[config.mk]
export PLATFORM = sky130hd
export DESIGN_NAME = pcm_clkgen
export DESIGN_NICKNAME = d
export VERILOG_FILES = /design/src/rtl/pcm_clkgen.sv
export SDC_FILE = /design/constraint.sdc
export NUM_CORES = 1
export LEC_CHECK = 0
export BUFFER_PORTS_ARGS = -buffer_cell sky130_fd_sc_hd__clkbuf_2
export CORE_ASPECT_RATIO = 1.25
export CORE_MARGIN = 2
export CORE_UTILIZATION = 40
export DETAILED_ROUTE_END_ITERATION = 8
export SYNTH_ARGS = -nofsm -noshare
export SYNTH_HDL_FRONTEND = slang
export SYNTH_SLANG_ARGS = --single-unit
[constraint.sdc]
create_clock -name clk -period 2.55 [get_ports clk]
set_clock_uncertainty 0.05 [all_clocks]
set_input_delay 0.3825 -clock clk [delete_from_list [all_inputs] [get_ports clk]]
set_output_delay 0.3825 -clock clk [all_outputs]
set_load 0.1 [all_outputs]
[src/rtl/pcm_clkgen.sv]
module pcm_clkgen #(
  parameter int DIV_W  = 9,
  parameter int SYNC_W = 9
) (
  input  logic                        clk,
  input  logic                        rst_n,
  input  logic                        bus_ce,
  input  logic                        aud_ce,
  input  logic [DIV_W+SYNC_W+1:0]     ctrl,
  output logic                        bclk,
  output logic                        fsync,
  output logic [SYNC_W-1:0]           bit_idx,
  output logic                        bclk_rise_stb,
  output logic                        bclk_fall_stb
);
  localparam int EN_B  = DIV_W + SYNC_W + 1;
  localparam int SEL_B = DIV_W + SYNC_W;

  logic              run;
  logic [DIV_W-1:0]  hcnt, hdiv_q;
  logic [SYNC_W-1:0] sdiv_q;

  wire              en       = ctrl[EN_B];
  wire              tick     = ctrl[SEL_B] ? bus_ce : aud_ce;
  wire [DIV_W-1:0]  hdiv_new = ctrl[SEL_B-1:SYNC_W];
  wire [SYNC_W-1:0] sdiv_new = ctrl[SYNC_W-1:0];
  wire              half_end = en & run & tick & (hcnt == hdiv_q);
  wire              last_bit = (bit_idx == sdiv_q);

  assign bclk_rise_stb = half_end & ~bclk;
  assign bclk_fall_stb = half_end & bclk;
  assign fsync         = run & (bit_idx == '0);

  always_ff @(posedge clk) begin
    if (!rst_n) begin
      run     <= 1'b0;
      bclk    <= 1'b0;
      hcnt    <= '0;
      bit_idx <= '0;
      hdiv_q  <= '0;
      sdiv_q  <= '0;
    end else begin
      run <= en;
      if (!en || !run) begin
        bclk    <= 1'b0;
        hcnt    <= '0;
        bit_idx <= '0;
        hdiv_q  <= hdiv_new;
        sdiv_q  <= sdiv_new;
      end else if (tick) begin
        if (hcnt == hdiv_q) begin
          hcnt <= '0;
          bclk <= ~bclk;
          if (bclk) begin
            if (last_bit) begin
              bit_idx <= '0;
              hdiv_q  <= hdiv_new;
              sdiv_q  <= sdiv_new;
            end else begin
              bit_idx <= bit_idx + 1'b1;
            end
          end
        end else begin
          hcnt <= hcnt + 1'b1;
        end
      end
    end
  end

  a_r2_idle_low: assert property (@(posedge clk) disable iff (!rst_n)
    !en |=> (!bclk && !fsync && bit_idx == '0));

  a_r4_bclk_on_tick: assert property (@(posedge clk) disable iff (!rst_n)
    (run && $past(run) && !$stable(bclk)) |-> $past(tick));

  a_r4_hcnt_bound: assert property (@(posedge clk) disable iff (!rst_n)
    hcnt <= hdiv_q);

  a_r5_idx_steps_on_fall: assert property (@(posedge clk) disable iff (!rst_n)
    (run && $past(run) && !$stable(bit_idx)) |-> $fell(bclk));

  a_r5_idx_in_range: assert property (@(posedge clk) disable iff (!rst_n)
    bit_idx <= sdiv_q);

  a_r6_fsync_at_boundary: assert property (@(posedge clk) disable iff (!rst_n)
    ($rose(fsync) && $past(run)) |-> $fell(bclk));

  a_r9_rise_stb: assert property (@(posedge clk) disable iff (!rst_n)
    bclk_rise_stb |=> bclk);

  a_r9_fall_stb: assert property (@(posedge clk) disable iff (!rst_n)
    bclk_fall_stb |=> !bclk);

  a_r9_stb_exclusive: assert property (@(posedge clk) disable iff (!rst_n)
    $onehot0({bclk_rise_stb, bclk_fall_stb}));
endmodule

Word level (Yosys, flattened, before mapping):

Cells that the tools add are included.

* logic and storage cells: 43
* output and inout port bits: 13
* flip-flop bits (word level): 38
* input port bits: 24

* reductions and logical operators: 12
* multiplexer cells: 13
* add/sub/neg operators: 2
* bitwise logic cells: 8
* equality and inequality tests: 2

Operators with widths (number)
* $mux 9: 12
* $add 9x1->9 const B: 2
* $eq 9x9->1: 2
* $logic_not 9->1: 1
* $reduce_bool 2->1: 4
* $and 1x1->1: 6
* $reduce_and 4->1: 1
* $reduce_and 3->1: 1
* $logic_not 1->1: 2
* $not 1->1: 2
* $reduce_and 2->1: 1
* $reduce_or 2->1: 1
* $logic_or 1x1->1: 1
* $mux 1: 1

Depth between registers and ports, before layout:

Gate-level depths: netlist (run 1).

* depth after elaboration: 6
* depth in mapped cells: 8

Worst setup path before layout (run 1):

Ideal clock, no wire load.

* kind: register to output
* start point: register bit_idx[4]
* end point: output fsync
* path slack: -1.865 ns
* required time: 2.118 ns
* data arrival time: 3.983 ns
* cell stages (with the launch flop): 4
* cells stage by stage: dfxtp_1 -> nor4_1 -> nand3_1 -> nor4_1

* word-level cells in the longest chain between the ends: 2

Ends and longest elaborated chain
* start: declaration: line 12 `output logic [SYNC_W-1:0] bit_idx,`
* start signal: assignment: line 60 `bit_idx <= bit_idx + 1'b1;`
* $logic_not 9->1: line 32 `assign fsync = run & (bit_idx == '0);`
* $and 1x1->1: line 32
* end: declaration: line 11 `output logic fsync,`

Every way passes these cells.

Worst setup path in the final report (run 1):

* start point: register hcnt[0]
* end point: output bclk_fall_stb

* word-level cells in the longest chain between the ends: 3

Ends and longest elaborated chain
* start: declaration: line 20 `logic [DIV_W-1:0] hcnt, hdiv_q;`
* start signal: assignment: line 64 `hcnt <= hcnt + 1'b1;`
* $eq 9x9->1: line 27 `wire half_end = en & run & tick & (hcnt == hdiv_q);`
* $and 1x1->1: line 27
* $and 1x1->1: line 31 `assign bclk_fall_stb = half_end & bclk;`
* end: declaration: line 14 `output logic bclk_fall_stb`

Every way passes these cells.

==> results of run 1 <==
[layout make-up]
cell class                 instances  area (sq um)
clock buffer                       5          68.8
clock inverter                     2          10.0
fill                             473          2240
inverter                           5          18.8
multi-input combinational        162          1060
sequential                        38           761
tap                               58          72.6
timing repair buffer              40           225
[routing by layer]
metal	up-vias	routed length (um)
met1	635	1680
met5	-	0
met2	28	1660
met3	2	150
met4	0	27
li1	779	-
[flip-flops by register name, indices dropped and copies added (netlist names)]
name,flops
bit_idx,9
hcnt,9
hdiv_q,9
sdiv_q,9
bclk,1
run,1
[how the worst max path moves through the flow]
stage                     cells past startpoint                      end  slack (ns)                    start
after CTS                                     6            bclk_fall_stb        0.19     hcnt[0]$_SDFFE_PP0P_
final                                         6            bclk_fall_stb        0.22     hcnt[0]$_SDFFE_PP0P_
after detailed placement                      7  bit_idx[4]$_SDFFE_PP0P_        0.40                 ctrl[18]
after global placement                        7  bit_idx[6]$_SDFFE_PP0P_        0.40                 ctrl[18]
after global routing                          6            bclk_fall_stb        0.08     hcnt[0]$_SDFFE_PP0P_
after floorplan                               3                    fsync       -0.07  bit_idx[4]$_SDFFE_PP0P_
[stage by stage]
stage	hold slack [ns]	cells	cell area [sq um]
floorplan	0.396	216	1890
global placement	0.412	303	2140
detailed placement	0.415	303	2140
CTS	0.259	310	2220
global route	0.259	310	2220
finish	0.268	310	2220
[cells by family (layout without fill, tap and decap cells)]
group	count (synthesis)	count (layout)	synth area share (%)
xor gates and xnor gates	33	33	15.5
DFF	38	38	40.8
adders and majority gates	3	3	2.01
and+or+nand+nor	102	102	25.2
AOI/OAI and AO/OA	3	3	1.14
muxes	21	21	11.3
buffers and inverters	16	52	3.96
[worst min-delay path, cell delays in order]
cell      delay, ns
clkbuf_2       0.08
nand2_1        0.04
mux2i_1        0.05
[report_power, final]
part / switching (mW) / leakage (nW) / internal [mW]
combinational: 0.0580 / 0.495 / 0.0517
clock: 0.199 / 0.0438 / 0.183
sequential: 0.0143 / 0.311 / 0.613
[cells in the mapped netlist (all sizes together)]
cell	number	share of area [%]
xnor2	20	9.4
o2111ai	1	0.47
mux2	1	0.60
inv	5	1.0
nor2b	3	1.0
nand4	9	3.0
buf	4	1.5
dfxtp	38	41
mux2i	20	11
a21o	1	0.40
nand3	10	2.7
xor2	13	6.1
ha	3	2.0
nand2	40	8.1
nor2	25	5.0
nor4	4	1.7
nand2b	2	0.67
or4b	1	0.54
and2	4	1.3
a21oi	1	0.27
and3	2	0.67
clkbuf	7	1.4
nor3	2	0.54
==> impl_metrics.yaml, run 1 <==
job:
  drv_cap: 0
setup_path:
  worstPathCellList: "xnor2_1 > o2111ai_1 > nor2_1 > nand4_1 > nor2_2 > clkbuf_2"
  cp_top_family: "buffers and inverters"
  crit_required_ns: 2.12
  ff2ff_path_depth: 6
  arrival_ns: 1.90
  worst-path-max-fanout: 5
  r2r_end: "bit_idx[3]$_SDFFE_PP0P_"
  regToRegSetupSlack_ns: 0.54
  start_kind: "register"
  r2r-start: "hcnt[1]$_SDFFE_PP0P_"
  cpMaxStageDelayCell: "clkbuf_2"
  critical_path_class: "register to primary output"
  worst-path-buf-inv: 1
  critPathCaptureType: "primary output"
  slowest_delay_ns: 0.46
global_route:
  grt_pass1_wl_mm: 6.47
  top_usage_layer: "met2"
  grt_antenna_before_repair: 0
  grt_overflow_total: 0
  grt_start_max_net_pins: 38
  use_met2_pct: 26.0
  use_met1_pct: 20.5
  use_met3_pct: 4.62
  grt_usage_pct: 15.9
  grt_pass1_vias: 1447
sta:
  grt_setup_unrepaired: "false"
  hold_viol_final: 0
  fin_setup_tns_ns: 0
  slew_violations: 0
  timing.fmax_mhz: 429
  setup_ws_ns: 0.220
  worstMarginPinSlew_ns: 0.543
  period_minus_slack_ns: 2.33
  post-route-period-util_pct: 91.4
  setup_viol: 0
  slew-limit-headroom_pct: 64.0
clocking:
  cts.clk_slew.worst_paths_ns: 0.07
  cts_sinks: 38
  cts_tree: "yes"
  post_cts_buffers: 0
  hold_buffers: 0
  cts_inserted_buffers: 5
  htree_levels: 2
  root_buffer: "clkbuf_8"
  cts.repair.resized: 0
  cts_max_path_buffers: 2
  clk_latency_ns: 0.28
place:
  gp_congestion: 0.771
  port_buffers: 36
  place_ws_ns: 0.397
  hpwl_mm: 2.65
route:
  totalWireLength_mm: 3.52
  vias: 1444
  firstDrtPassIters: 4
  drtIter0Drc: 67
  via_per_inst: 4.66
  wire_per_inst_um: 11.3
  antenna_left: 0
  drc: 0
logic_synthesis:
  synth.distinct_cells: 26
  yosys_warnings: 0
  postSynthAreaPerCell_sq_um: 8.63
  ys_seq_elements: 38
  synth_nets: 243
  syn-cell-area_sq_um: 1860
  seq_area_frac_synth_pct: 40.8
  netlist_instances: 216
power:
  power.density_nw_per_um2: 505
  peakVddDrop_v: 0.000360
  power.total_mw: 1.12
  p_leak_nw: 0.850
min_path:
  hp-start: "ctrl[12]"
  whs_path_depth: 3
  whs_endpoint: "hdiv_q[3]$_SDFFE_PN0P_"
  min_path_type: "input pin to register"
cells_and_area:
  layout_commonest_cell: "nand2_1"
  fin_util_pct: 49.7
  drive_above_1_share_pct: 20.6
  final_cell_mix: "40 x nand2_1, 38 x dfxtp_1, 35 x clkbuf_2"
  final_nets: 279
  area_growth_pct: 19.0
  insertedDiodeCount: 0
die:
  die_area_sq_um: 5230
  fp.dieH_um: 80.3
  die_w_um: 65.1
  core_sq_um: 4460
  rows: 27
  start_util_pct: 41.8
  io_pins: 37
status:
  outcome: "complete, no violations"
(Power assumes the default switching activity.)
==> inputs of run 2 (changes only) <==
==> constraint.sdc (replaced) <==
create_clock -name clk -period 2.55 [get_ports clk]
set_clock_uncertainty 0.05 [all_clocks]
set_input_delay 0.3825 -clock clk [delete_from_list [all_inputs] [get_ports clk]]
set_output_delay 0.3825 -clock clk [all_outputs]
set_load 0.01 [all_outputs]
==> impl_metrics.yaml, run 2 (synthesis gave the netlist of run 1 again) <==
status:
  outcome: "complete, no violations"
place:
  dp.cells: 303
  hpwl_mm: 2.71
  postPlaceCellArea_sq_um: 2100
  place_ws_ns: 0.386
  port_buffers: 36
  gp_congestion: 0.838
clocking:
  cts.repair.resized: 0
  hold_buffers: 0
  cts_inserted_buffers: 5
  cts_max_path_buffers: 2
  root_buffer: "clkbuf_8"
  post_cts_buffers: 0
  cts_sinks: 38
  clk_latency_ns: 0.28
  htree_levels: 2
  cts_tree: "yes"
  cts.clk_slew.worst_paths_ns: 0.07
route:
  antenna_left: 0
  drtIter0Drc: 39
  vias: 1474
  totalWireLength_mm: 3.62
  firstDrtPassIters: 4
  via_per_inst: 4.75
  drc: 0
  wire_per_inst_um: 11.7
die:
  core_sq_um: 4460
  rows: 27
  start_util_pct: 41.8
  die_area_sq_um: 5230
  die_w_um: 65.1
  fp.dieH_um: 80.3
  io_pins: 37
sta:
  timing.fmax_mhz: 459
  worstMarginPinSlew_ns: 0.471
  post-route-period-util_pct: 85.3
  slew_violations: 0
  setup_viol: 0
  whs_ns: 0.263
  grt_setup_unrepaired: "false"
  slew-limit-headroom_pct: 68.3
  hold_viol_final: 0
  setup_ws_ns: 0.374
  period_minus_slack_ns: 2.18
  fin_setup_tns_ns: 0
global_route:
  grt_usage_pct: 16.1
  grt_antenna_before_repair: 0
  grt_pass1_vias: 1476
  grt_start_max_net_pins: 38
  grt_pass1_wl_mm: 6.46
  grt_overflow_total: 0
setup_path:
  cpMaxStageDelayCell: "dfxtp_1"
  r2r_end: "bit_idx[6]$_SDFFE_PP0P_"
  regToRegSetupSlack_ns: 0.52
  worstPathCellList: "xnor2_1 > o2111ai_1 > nor2_1 > nand3_1 > nor3_1 > clkbuf_2"
  worst-path-buf-inv: 1
  arrival_ns: 1.74
  critPathCaptureType: "primary output"
  crit_required_ns: 2.12
  start_kind: "register"
  cp_top_family: "simple AND/OR/NAND/NOR gates"
  ff2ff_path_depth: 6
  critical_path_class: "register to primary output"
  r2r-start: "hcnt[1]$_SDFFE_PP0P_"
  slowest_delay_ns: 0.45
  worst-path-max-fanout: 5
cells_and_area:
  final_design_area_no_fill_sq_um: 2170
  layout_commonest_cell: "nand2_1"
  insertedDiodeCount: 0
  final_nets: 279
  final_cell_mix: "40 x nand2_1, 38 x dfxtp_1, 36 x clkbuf_2"
  final_cells: 310
  area_growth_pct: 16.5
  drive_above_1_share_pct: 18.7
min_path:
  whs_endpoint: "hdiv_q[2]$_SDFFE_PN0P_"
  min_path_type: "input pin to register"
  whs_path_depth: 3
  hp-start: "ctrl[11]"
power:
  peakVddDrop_v: 0.000279
  power.density_nw_per_um2: 511
  p_leak_nw: 0.838
job:
  drv_cap: 0
## run 2: changes by cell type in the layout (fill, tap and decap cells not counted), sizes merged
cell	previous run	this run
clkbuf	40	43
clkinv	2	0
buf	5	4
## run 2: layout make-up
cell class / instances / area [sq um]
inverters: 5 / 18.8
fillers: 478 / 2290
multi-input cells: 162 / 1030
repair buffers: 40 / 210
clock buffers: 7 / 76.3
flip-flops and latches: 38 / 761
well taps: 58 / 72.6
## run 2: layer usage
metal / track usage [%] / vias to the layer above / routed length [um]
met5: 0 / - / 0
met4: 8.54 / 0 / 85
met3: 3.08 / 8 / 129
met2: 28.5 / 26 / 1790
met1: 18.2 / 660 / 1610
li1: - / 780 / -
## run 2: worst max path at each step
stage                         startpoint                 endpoint  slack, ns  cells past startpoint
floorplan                       ctrl[18]  bit_idx[0]$_SDFFE_PP0P_       0.65                      7
global placement                ctrl[18]  bit_idx[5]$_SDFFE_PP0P_       0.42                      7
detailed placement              ctrl[18]  bit_idx[6]$_SDFFE_PP0P_       0.39                      7
CTS                 hcnt[0]$_SDFFE_PP0P_            bclk_rise_stb       0.35                      6
global route        hcnt[0]$_SDFFE_PP0P_            bclk_rise_stb       0.19                      6
finish              hcnt[0]$_SDFFE_PP0P_            bclk_rise_stb       0.37                      6
## run 2: worst register-to-register path: cells and delay by family, from the launching register on
kind	cells	cell delay, ns
buffers and inverters	1	0.24
AO/OA/AOI/OAI	1	0.29
flip-flops	1	0.35
XOR/XNOR	1	0.17
AND/OR/NAND/NOR	3	0.81
## run 2: report_power, final
group,internal [mW],switching [mW]
Combinational,0.0508,0.0510
Sequential,0.613,0.0142
Clock,0.188,0.193
Total,0.852,0.258
## run 2: metrics by stage
step / power (mW) / utilization (%)
2_1_floorplan: 0.710 / -
3_3_place_gp: 0.743 / 47.0
3_5_place_dp: 0.745 / 47.0
4_1_cts: 1.13 / 48.7
5_1_grt: 1.16 / 48.7
6_report: 1.11 / 48.7
